### src/rtl/mpsp_pkg.sv
`timescale 1ns/1ps
package mpsp_pkg;
  localparam int DW = 8;

  typedef enum logic [1:0] {
    MODE_SHIFT  = 2'b00,
    MODE_ASYNC8 = 2'b01,
    MODE_NINE_A = 2'b10,
    MODE_NINE_B = 2'b11
  } mode_e;

  typedef struct packed {
    mode_e mode;
    logic  mpen;
    logic  ren;
    logic  txb9;
    logic  rxb9;
    logic  tif;
    logic  rif;
  } ctrl_t;

  function automatic logic is_nine(input mode_e m);
    return (m == MODE_NINE_A) || (m == MODE_NINE_B);
  endfunction
endpackage

### src/rtl/mpsp_regs.sv
`timescale 1ns/1ps
module mpsp_regs
  import mpsp_pkg::*;
(
  input  logic          clk,
  input  logic          rst,
  input  logic          wr_en,
  input  logic          wr_addr,
  input  logic [DW-1:0] wr_data,
  input  logic          rd_addr,
  input  logic          ti_set,
  input  logic          rx_done,
  input  logic          rx_b9,
  input  logic [DW-1:0] rx_byte,
  output ctrl_t         ctrl_q,
  output logic [DW-1:0] rd_data,
  output logic          irq
);
  ctrl_t         c_nxt;
  logic [DW-1:0] rbuf;

  // hardware set is applied after the software write, so it wins
  always_comb begin
    c_nxt = ctrl_q;
    if (wr_en && !wr_addr) c_nxt = ctrl_t'(wr_data);
    if (rx_done && ctrl_q.mode != MODE_SHIFT) c_nxt.rxb9 = rx_b9;
    if (ti_set)  c_nxt.tif = 1'b1;
    if (rx_done) c_nxt.rif = 1'b1;
  end

  always_ff @(posedge clk) begin
    if (rst) begin
      ctrl_q  <= '0;
      rbuf    <= '0;
      rd_data <= '0;
      irq     <= 1'b0;
    end else begin
      ctrl_q  <= c_nxt;
      irq     <= c_nxt.tif | c_nxt.rif;
      rd_data <= rd_addr ? rbuf : ctrl_q;
      if (rx_done) rbuf <= rx_byte;
    end
  end
endmodule

### src/rtl/mpsp_tx.sv
`timescale 1ns/1ps
module mpsp_tx
  import mpsp_pkg::*;
#(
  parameter int OVS = 16
) (
  input  logic          clk,
  input  logic          rst,
  input  logic          tick,
  input  logic          start,
  input  mode_e         mode,
  input  logic [DW-1:0] din,
  input  logic          b9,
  output logic          busy,
  output logic          line_q,
  output logic          dat_q,
  output logic          dat_oe,
  output logic          ti_set
);
  localparam int FW = DW + 3;
  localparam int IW = $clog2(FW);
  localparam int CW = $clog2(OVS);

  logic [FW-1:0] fr;
  logic [IW-1:0] bidx, last;
  logic [CW-1:0] tcnt;
  logic          m0, ph;

  always_comb begin
    ti_set = 1'b0;
    if (busy && tick) begin
      if (m0) ti_set = ph && (bidx == IW'(DW-1));
      else    ti_set = (tcnt == CW'(OVS-1)) && ((bidx + IW'(1)) == last);
    end
  end

  always_ff @(posedge clk) begin
    if (rst) begin
      busy <= 1'b0; line_q <= 1'b1; dat_q <= 1'b0; dat_oe <= 1'b0;
      fr <= '0; bidx <= '0; last <= '0; tcnt <= '0; m0 <= 1'b0; ph <= 1'b0;
    end else if (!busy) begin
      if (start) begin
        busy <= 1'b1;
        bidx <= '0;
        tcnt <= '0;
        ph   <= 1'b0;
        m0   <= (mode == MODE_SHIFT);
        fr   <= {1'b1, (is_nine(mode) ? b9 : 1'b1), din, 1'b0};
        last <= is_nine(mode) ? IW'(DW+2) : IW'(DW+1);
        if (mode == MODE_SHIFT) begin
          line_q <= 1'b1;
          dat_q  <= din[0];
          dat_oe <= 1'b1;
        end else begin
          line_q <= 1'b0;
        end
      end
    end else if (tick) begin
      if (m0) begin
        if (!ph) begin
          line_q <= 1'b0;
          dat_q  <= fr[bidx + IW'(1)];
          ph     <= 1'b1;
        end else begin
          line_q <= 1'b1;
          ph     <= 1'b0;
          if (bidx == IW'(DW-1)) begin
            busy   <= 1'b0;
            dat_oe <= 1'b0;
          end else begin
            bidx <= bidx + IW'(1);
          end
        end
      end else if (tcnt == CW'(OVS-1)) begin
        tcnt <= '0;
        if (bidx == last) begin
          busy   <= 1'b0;
          line_q <= 1'b1;
        end else begin
          bidx   <= bidx + IW'(1);
          line_q <= fr[bidx + IW'(1)];
        end
      end else begin
        tcnt <= tcnt + CW'(1);
      end
    end
  end
endmodule

### src/rtl/mpsp_rx.sv
`timescale 1ns/1ps
module mpsp_rx
  import mpsp_pkg::*;
#(
  parameter int OVS = 16
) (
  input  logic          clk,
  input  logic          rst,
  input  logic          tick,
  input  logic          pin,
  input  mode_e         mode,
  input  logic          mpen,
  input  logic          ren,
  input  logic          rif,
  input  logic          hold,
  output logic          done,
  output logic          b9_o,
  output logic [DW-1:0] byte_o,
  output logic          sclk_q,
  output logic          sclk_act,
  output logic          busy
);
  localparam int IW  = $clog2(DW + 3);
  localparam int CW  = $clog2(OVS);
  localparam int MID = OVS / 2 - 1;

  logic          s1, s2, s3, act, m0, ph, n9, b9;
  logic [IW-1:0] bidx;
  logic [CW-1:0] tcnt;
  logic [DW-1:0] sh;
  logic          fall, mid, stop_pt;

  assign fall     = s3 & ~s2;
  assign mid      = act && !m0 && tick && (tcnt == CW'(MID));
  assign stop_pt  = mid && (bidx == (n9 ? IW'(DW+2) : IW'(DW+1)));
  assign busy     = act;
  assign sclk_act = act & m0;

  always_comb begin
    done   = 1'b0;
    b9_o   = s2;
    byte_o = sh;
    if (act && m0) begin
      byte_o = {s2, sh[DW-1:1]};
      done   = tick && ph && (bidx == IW'(DW-1));
    end else if (stop_pt) begin
      b9_o = n9 ? b9 : s2;
      done = !mpen || (n9 ? b9 : s2);
    end
  end

  always_ff @(posedge clk) begin
    if (rst) begin
      s1 <= 1'b1; s2 <= 1'b1; s3 <= 1'b1;
      act <= 1'b0; m0 <= 1'b0; ph <= 1'b0; n9 <= 1'b0; b9 <= 1'b0;
      bidx <= '0; tcnt <= '0; sh <= '0; sclk_q <= 1'b1;
    end else begin
      s1 <= pin; s2 <= s1; s3 <= s2;
      if (!act) begin
        if (ren) begin
          if (mode == MODE_SHIFT) begin
            if (!rif && !hold) begin
              act <= 1'b1; m0 <= 1'b1; bidx <= '0; ph <= 1'b0; sclk_q <= 1'b1;
            end
          end else if (fall) begin
            act <= 1'b1; m0 <= 1'b0; tcnt <= '0; bidx <= '0; n9 <= is_nine(mode);
          end
        end
      end else if (m0) begin
        if (tick) begin
          if (!ph) begin
            sclk_q <= 1'b0;
            ph     <= 1'b1;
          end else begin
            sclk_q <= 1'b1;
            ph     <= 1'b0;
            sh     <= {s2, sh[DW-1:1]};
            if (bidx == IW'(DW-1)) act <= 1'b0;
            else bidx <= bidx + IW'(1);
          end
        end
      end else if (tick) begin
        tcnt <= (tcnt == CW'(OVS-1)) ? '0 : tcnt + CW'(1);
        if (tcnt == CW'(MID)) begin
          bidx <= bidx + IW'(1);
          if (bidx == '0) begin
            if (s2) act <= 1'b0;
          end else if (bidx <= IW'(DW)) begin
            sh <= {s2, sh[DW-1:1]};
          end else if (stop_pt) begin
            act <= 1'b0;
          end else begin
            b9 <= s2;
          end
        end
      end
    end
  end
endmodule

### src/rtl/mpsp_top.sv
`timescale 1ns/1ps
module mpsp_top
  import mpsp_pkg::*;
#(
  parameter int OVS = 16
) (
  input  logic          clk,
  input  logic          rst,
  input  logic          wr_en,
  input  logic          wr_addr,
  input  logic [DW-1:0] wr_data,
  input  logic          rd_addr,
  output logic [DW-1:0] rd_data,
  input  logic          baud_tick,
  input  logic          rx_in,
  output logic          txd,
  output logic          rx_out,
  output logic          rx_oe,
  output logic          irq
);
  ctrl_t         ctrl_q;
  logic          ti_set, tx_busy_w, tx_line;
  logic          rx_done, rx_b9, rx_sclk, sclk_act, rx_busy_w;
  logic [DW-1:0] rx_byte;
  logic          tif_w, rif_w, ren_w;

  assign tif_w = ctrl_q.tif;
  assign rif_w = ctrl_q.rif;
  assign ren_w = ctrl_q.ren;

  mpsp_regs u_regs (
    .clk(clk), .rst(rst), .wr_en(wr_en), .wr_addr(wr_addr), .wr_data(wr_data),
    .rd_addr(rd_addr), .ti_set(ti_set), .rx_done(rx_done), .rx_b9(rx_b9),
    .rx_byte(rx_byte), .ctrl_q(ctrl_q), .rd_data(rd_data), .irq(irq)
  );

  mpsp_tx #(.OVS(OVS)) u_tx (
    .clk(clk), .rst(rst), .tick(baud_tick), .start(wr_en && wr_addr),
    .mode(ctrl_q.mode), .din(wr_data), .b9(ctrl_q.txb9), .busy(tx_busy_w),
    .line_q(tx_line), .dat_q(rx_out), .dat_oe(rx_oe), .ti_set(ti_set)
  );

  mpsp_rx #(.OVS(OVS)) u_rx (
    .clk(clk), .rst(rst), .tick(baud_tick), .pin(rx_in), .mode(ctrl_q.mode),
    .mpen(ctrl_q.mpen), .ren(ctrl_q.ren), .rif(ctrl_q.rif), .hold(tx_busy_w),
    .done(rx_done), .b9_o(rx_b9), .byte_o(rx_byte), .sclk_q(rx_sclk),
    .sclk_act(sclk_act), .busy(rx_busy_w)
  );

  assign txd = sclk_act ? rx_sclk : tx_line;
endmodule

### config.mk
export PLATFORM = sky130hd
export DESIGN_NAME = mpsp_top
export DESIGN_NICKNAME = d
export VERILOG_FILES = /design/src/rtl/mpsp_pkg.sv /design/src/rtl/mpsp_regs.sv /design/src/rtl/mpsp_tx.sv /design/src/rtl/mpsp_rx.sv /design/src/rtl/mpsp_top.sv
export SDC_FILE = /design/constraint.sdc
export NUM_CORES = 1
export LEC_CHECK = 0
export BUFFER_PORTS_ARGS = -buffer_cell sky130_fd_sc_hd__buf_4
export CORE_AREA = 2 2 105 107
export DETAILED_ROUTE_END_ITERATION = 8
export DIE_AREA = 0 0 107 109
export MAX_ROUTING_LAYER = met4
export PLACE_DENSITY = 0.58
export SETUP_SLACK_MARGIN = 0.3
export SYNTH_ARGS = -nofsm -noshare
export SYNTH_HDL_FRONTEND = slang
export SYNTH_HIERARCHICAL = 1
export SYNTH_SLANG_ARGS = --single-unit
### constraint.sdc
create_clock -name clk -period 1.94 [get_ports clk]
set_input_delay 0 -clock clk [delete_from_list [all_inputs] [get_ports clk]]
set_output_delay 0 -clock clk [all_outputs]
set_load 0.02 [all_outputs]
After elaboration in Yosys (flattened, before gate mapping)
Cells that the tools add are included. W data, S select, Z words.

Register bits: 78. Output and inout bits: 12.

Magnitude comparators: 2. Bitwise gates (word level): 11. Reductions and logical operators: 49. Mux-type cells: 120. Add/sub/neg operators: 4. Equality and inequality tests: 31.

Operators by type and width (count): $mux W4 (29); $mux W1 (78); $mux W8 (9); $ne A2 B2 Y1 const B (11); $reduce_bool A2 Y1 (11); $ne A3 B3 Y1 const B (7); $reduce_and A6 Y1 (3); $add A4 B1 Y4 const B (4); $reduce_and A5 Y1 (3); $logic_and A1 B1 Y1 (14); $reduce_and A7 Y1 (2); $eq A4 B3 Y1 const B (3); $eq A4 B4 Y1 (3); $reduce_and A3 Y1 (3); $eq A4 B4 Y1 const B (2); $not A1 Y1 (8); $reduce_and A4 Y1 (2); $logic_not A1 Y1 (5); $lt A4 B5 Y1 const B (1); $bmux W1 S4 (1); $eq A2 B2 Y1 const B (2); $le A4 B4 Y1 const B (1); $logic_not A4 Y1 (1); $mux W2 (2); other kinds (9) (12).

Logic depth before layout (Yosys ltp)
Depth in word-level cells: 12. Mapped depth: 10. Gate-level depth less buffers: 8.

Cells and area by module
The synthesis kept the hierarchy.

By module, submodules not included: mpsp_rx (times used 1, sequential area each 500.5 um^2, area each 1365.1 um^2, cells each 153); mpsp_tx (times used 1, sequential area each 520.5 um^2, area each 1292.5 um^2, cells each 159); mpsp_regs (times used 1, sequential area each 500.5 um^2, area each 942.2 um^2, cells each 91); mpsp_top (times used 1, sequential area each 0.0 um^2, area each 21.3 um^2, cells each 2).

Least setup slack after synthesis
No wires, ideal clock.

Kind: flip-flop to flip-flop. From: reg u_rx.bidx[0]. To: reg u_regs.irq. Setup time: 0.058 ns. Cell stages (with the launch flop): 10. Slack: 0.037 ns. Path buffers: 1. Period minus slack after synthesis: 1.903 ns. Arrival: 1.846 ns. Cell sequence: dfxtp_1 -> or3b_1 -> a21oi_2 -> nand4_2 -> a21oi_1 -> a21o_1 -> buf_6 -> nor2_1 -> a211oi_2 -> or2_1.

Longest elaborated chain between the ends: 6. Elaborated cells between the ends (all ways): 8. Those cells by class: eq/ne: 2; mux: 3; bitwise: 1; reduce/logical: 2.

Ends and longest elaborated chain: start: declaration (RTL line mpsp_rx.sv:28) `logic [IW-1:0] bidx;`; start signal: assignment (RTL line mpsp_rx.sv:79) `else bidx <= bidx + IW'(1);`; start signal: assignment (RTL line mpsp_rx.sv:85) `bidx <= bidx + IW'(1);`; $eq A4 B4 Y1 (RTL line mpsp_rx.sv:35) `assign stop_pt = mid && (bidx == (n9 ? IW'(DW+2) : IW'(DW+1)));`; $logic_and A1 B1 Y1 (RTL line mpsp_rx.sv:35); $mux W1 (RTL line mpsp_rx.sv:46) `end else if (stop_pt) begin`; $mux W1 * (RTL line mpsp_rx.sv:43) `if (act && m0) begin`; via rx_done (RTL line mpsp_top.sv:23) `logic rx_done, rx_b9, rx_sclk, sclk_act, rx_busy_w;`; $mux W1 * (RTL line mpsp_regs.sv:28) `if (rx_done) c_nxt.rif = 1'b1;`; $or A1 B1 Y1 * (RTL line mpsp_regs.sv:39) `irq <= c_nxt.tif | c_nxt.rif;`; end signal: assignment (RTL line mpsp_regs.sv:39); end: declaration (RTL line mpsp_regs.sv:17) `output logic irq`.

Mark *: on every way through the listed nets, which the timed path passes. The rest lies on a longest branch. A chain may end at the register's enable or synchronous reset.

Final worst setup path
From: reg u_rx.bidx[1]. To: reg u_regs.rbuf[7].

Longest elaborated chain between the ends: 4. Elaborated cells between the ends (all ways): 6. Those cells by class: eq/ne: 2; mux: 2; reduce/logical: 2.

Ends and longest elaborated chain: $eq A4 B4 Y1 (RTL line mpsp_rx.sv:35); $logic_and A1 B1 Y1 (RTL line mpsp_rx.sv:35); $mux W1 (RTL line mpsp_rx.sv:46); $mux W1 * (RTL line mpsp_rx.sv:43); via rx_done (RTL line mpsp_top.sv:23); end signal: assignment (RTL line mpsp_regs.sv:41) `if (rx_done) rbuf <= rx_byte;`; end: declaration (RTL line mpsp_regs.sv:20) `logic [DW-1:0] rbuf;`.

Marks and branches as above.

==> metrics.log <==
[metrics] count of different cell masters after synthesis: between 60 and 70
[metrics] number of flops mapped to enable cells by yosys: 0
[metrics] total routing resource utilization after global routing: 0.1575
[metrics] clock period minus final worst setup slack: about 1.9 ns
[metrics] half-perimeter wire length after detailed placement: 5.884 mm
[metrics] worst min-delay path class: in -> reg
[metrics] count of mapped cells out of synthesis: about 410
[metrics] count of inserted antenna diode cells: 0
[metrics] share of synthesized registers carrying an async set or reset: 0
[metrics] minimum setup slack in the final design: -0.008293 ns
[metrics] transition time at the pin with the least slew margin: roughly 0.39 ns
[metrics] critical-path maximum fanout: 5
[metrics] Crit. End Element: flop
[metrics] setup slack of the most critical reg-to-reg path: -0.008 ns
[metrics] number of detailed-route iterations in the first pass: 4
[metrics] fill cell count: between 1000 and 1500
[metrics] via count: between 3000 and 4000
[metrics] antenna violations before repair: 0
[metrics] total of warnings raised by yosys: 6
[metrics] Num CTS Buffers: 9
[metrics] leakage power: approximately 1.9 nW
[metrics] cell family with the largest share of critical-path delay: simple AND/OR/NAND/NOR gates
[metrics] sequential share of the synthesized area: 0.4202
[metrics] internal portion of total power: approximately 2.3 mW
[metrics] achievable clock frequency: a little over 0.5 GHz
[metrics] leading post-synthesis cells by cell area: dfxtp_1, mux2i_1, nor2_1
[metrics] data arrival time of the critical path: ~2.2 ns
[metrics] Worst setup SP type: flop
[metrics] syn avg cell area: ~8.9 sq um
[metrics] maximum number of pins on one net before global-route repair: 33
[metrics] Crit path largest cell delay: roughly 0.38 ns
[metrics] combinational share of power: 0.102
[metrics] Critical Path Most Common Cell: a21oi_2
[metrics] dominant synthesized flop cell: dfxtp_1
[metrics] Worst Clk Skew: 0.005337 ns
[metrics] buffer cell driving the clock tree root: clkbuf_8
[metrics] worst path buffer plus inverter count: 2
[metrics] finished layout cell area: ~4800 sq um
[metrics] global placer's final weighted congestion: around 0.86
[metrics] sequence of cells on the critical path: or3b_1, a21oi_2, nand4_2, a21oi_2, a21o_1, buf_6, buf_16, mux2i_1, nor2_1
[metrics] proportion of power drawn by the clock network: 0.360
[metrics] initial detailed-routing violation count: roughly 100
[metrics] kind of critical path: reg -> reg
[metrics] max-cap check violation count: 0
[metrics] final number of hold-violating endpoints: 0
[metrics] TritonCTS sink count: 76
[metrics] Multi-input gate area: approximately 2200 sq um
[metrics] violations in the final reports: negative setup slack
[metrics] placed inst area: approximately 4000 sq um
[metrics] register cell area after layout: 1544 sq um
[metrics] share of final-layout standard cells stronger than drive strength 1: 0.3410
[metrics] std cell rows: 38
[metrics] worst slew slack as a fraction of its limit: 0.7398
[metrics] number of slew-limit violations in the final report: 0
[metrics] core utilization of the finished layout: 0.4557
[metrics] DRT Wirelength: about 8.8 mm
[metrics] required time of the critical path: around 2.2 ns
[metrics] Cell Area, Synth: approximately 3600 sq um
[metrics] nets: between 400 and 500
[metrics] top cell type by total area after synthesis: dfxtp_1
[metrics] area inside the core boundary: 10600 sq um
[metrics] register share of total power: 0.538
[metrics] master of the slowest instance on the critical path: or3b_1
[metrics] number of nets produced by synthesis: about 430
[metrics] clock network latency to the later pin of the worst-skew pair: between 0.3 and 0.4 ns
[metrics] total die area: between 10000 and 15000 sq um
[metrics] vias in the first global route: 2955
[metrics] most frequent standard cell in the layout excluding fill and tap cells: dfxtp_1
[metrics] switching power: 764.4 uW
[metrics] area grow syn2layout: 33.45%
[metrics] top library cells by usage in the layout, fill and taps aside: dfxtp_1, buf_4, nor2_1
[metrics] flop and latch count out of synthesis: 76
[metrics] global-route wire length before repair: 13.98 mm
[metrics] Die Y: between 100 and 150 um
[metrics] result of the run: complete, but fails checks
[metrics] H-tree Lvls: 3
[metrics] final clock period utilization by the worst path: 1.004
[metrics] final number of setup-violating endpoints: 1
[metrics] remaining global-route overflow: 0
[metrics] Synth top area share: 0.4202
[metrics] Post-route DRC: 0
[metrics] maximum clock insertion buffer count: 2
[metrics] clock-pin slew of the registers on the worst-case setup and hold paths: 0.07 ns
[metrics] unrepaired setup endpoints after global routing: yes
[metrics] power density of the placed cells: 627.2 nW/um^2
[metrics] worst ir drop on vdd: 0.3773 mV
[metrics] Chip Width: between 100 and 150 um
[metrics] Post-DRT Antenna Nets: 0
[metrics] TritonCTS clock tree: yes
[metrics] Boundary Pins: 27
[metrics] mean routed wirelength per cell: ~14 um
[metrics] IO buf count: 26
[metrics] vias per inst: a little over 5
[metrics] starting density of the core: 0.3415
[metrics] switching part of the total: 0.2522
==> synthesized netlist by cell type (2+ instances only) <==
cell,count
o21ai_0,10
o21ai_1,3
nand2b_1,4
or3b_1,2
nor2_1,51
clkbuf_1,11
xnor2_1,4
dfxtp_1,76
or3_1,2
and3b_1,2
nand2_1,46
and3_1,4
a21oi_1,36
nor4b_2,2
buf_2,4
nor4_1,2
ha_1,5
buf_6,5
nand3b_1,5
or2_2,6
a211oi_2,2
and2_1,2
nand4_1,3
inv_1,10
xor2_1,5
mux2_2,10
nor3b_1,3
o41ai_1,2
a32o_1,2
nor2b_1,3
nand3_1,18
nor3_1,4
mux2i_1,27
==> registers in the layout (all words and copies together), names as in the netlist, 3 cells and up <==
| signal | flops |
|---|---|
| u_tx/tcnt | 4 |
| u_rx/bidx | 4 |
| u_regs/rd_data | 8 |
| u_regs/rbuf | 8 |
| u_rx/tcnt | 4 |
| u_tx/last | 3 |
| u_tx/bidx | 4 |
| u_rx/sh | 8 |
| u_regs/ctrl_q | 8 |
| u_tx/fr | 9 |
==> metal layers <==
metal  vias up  wire length [um]  GRT usage
met5         -                 0          -
met4         0                67    0.03896
met3         8               260    0.04304
met2        50              4551     0.2639
met1      1498              3957     0.1889
li1       1569                 -          -
==> worst reg2reg max path, stage by stage, from the launching register on <==
cell     delay (ns)
dfxtp_4        0.35
or3b_1         0.38
a21oi_2        0.19
nand4_2        0.12
a21oi_2        0.12
a21o_1         0.16
buf_6          0.13
buf_16         0.11
mux2i_1        0.21
nor2_1         0.07
==> path summary, 6_finish.rpt <==
kind | startpoint | end | cells after the start
setup reg to reg | u_rx/bidx[1]$_SDFFE_PP0P_ | u_regs/rbuf[7]$_SDFFE_PP0P_ | 9
setup / recovery | u_rx/bidx[1]$_SDFFE_PP0P_ | u_regs/rbuf[7]$_SDFFE_PP0P_ | 9
hold reg to reg | u_rx/s1$_SDFF_PP1_ | u_rx/s2$_SDFF_PP1_ | 1
hold / removal | rd_addr | u_regs/rd_data[6]$_SDFF_PP0_ | 3
==> stage by stage <==
step	hold WS, ns	TNS, ns	std cells	power [mW]	setup WS (ns)
after floorplan	0.06854	0	405	1.830	0.1356
after global placement	0.1916	0	574	1.933	0.08649
after detailed placement	0.1920	0	574	1.936	0.01608
after CTS	0.01070	0	614	3.058	0.03928
after global routing	0.02260	-0.4168	621	3.178	-0.1010
final	0.02551	-0.008293	621	3.031	-0.008293
==> power groups by stage <==
| stage | clock [mW] | combinational [mW] | sequential, mW |
|---|---|---|---|
| final | 1.09 | 0.309 | 1.63 |
| after floorplan | 0 | 0.162 | 1.67 |
| after detailed placement | 0 | 0.264 | 1.67 |
| after global placement | 0 | 0.263 | 1.67 |
| after global routing | 1.20 | 0.338 | 1.64 |
| after CTS | 1.13 | 0.293 | 1.63 |
==> logic make-up after synthesis <==
kind of cell / synth area share
multiplexers: 0.1192
flip-flops: 0.4202
XOR/XNOR: 0.02626
buffers and inverters: 0.04285
AO/OA/AOI/OAI: 0.1355
adder cells (fa/ha/maj): 0.01728
AND/OR/NAND/NOR: 0.2388
==> cell type report <==
cell class / count / share of cell area
inverters: 10 / 0.007768
clock inverters: 1 / 0.001554
clock buffers: 14 / 0.03366
multi-input cells: 299 / 0.4521
repair buffers: 81 / 0.1491
flip-flops and latches: 76 / 0.3195
well taps: 140 / 0.03625
==> repair_timing <==
item,CTS,global route
hold buffers,9,0
setup endpoints to repair,26,32
pin swaps,15,19
cloned,1,0
buffers inserted,15,7
endpoints found under the hold margin,15,0
gates resized for setup,26,40
Note: power is estimated with default switching activity, not from simulation.
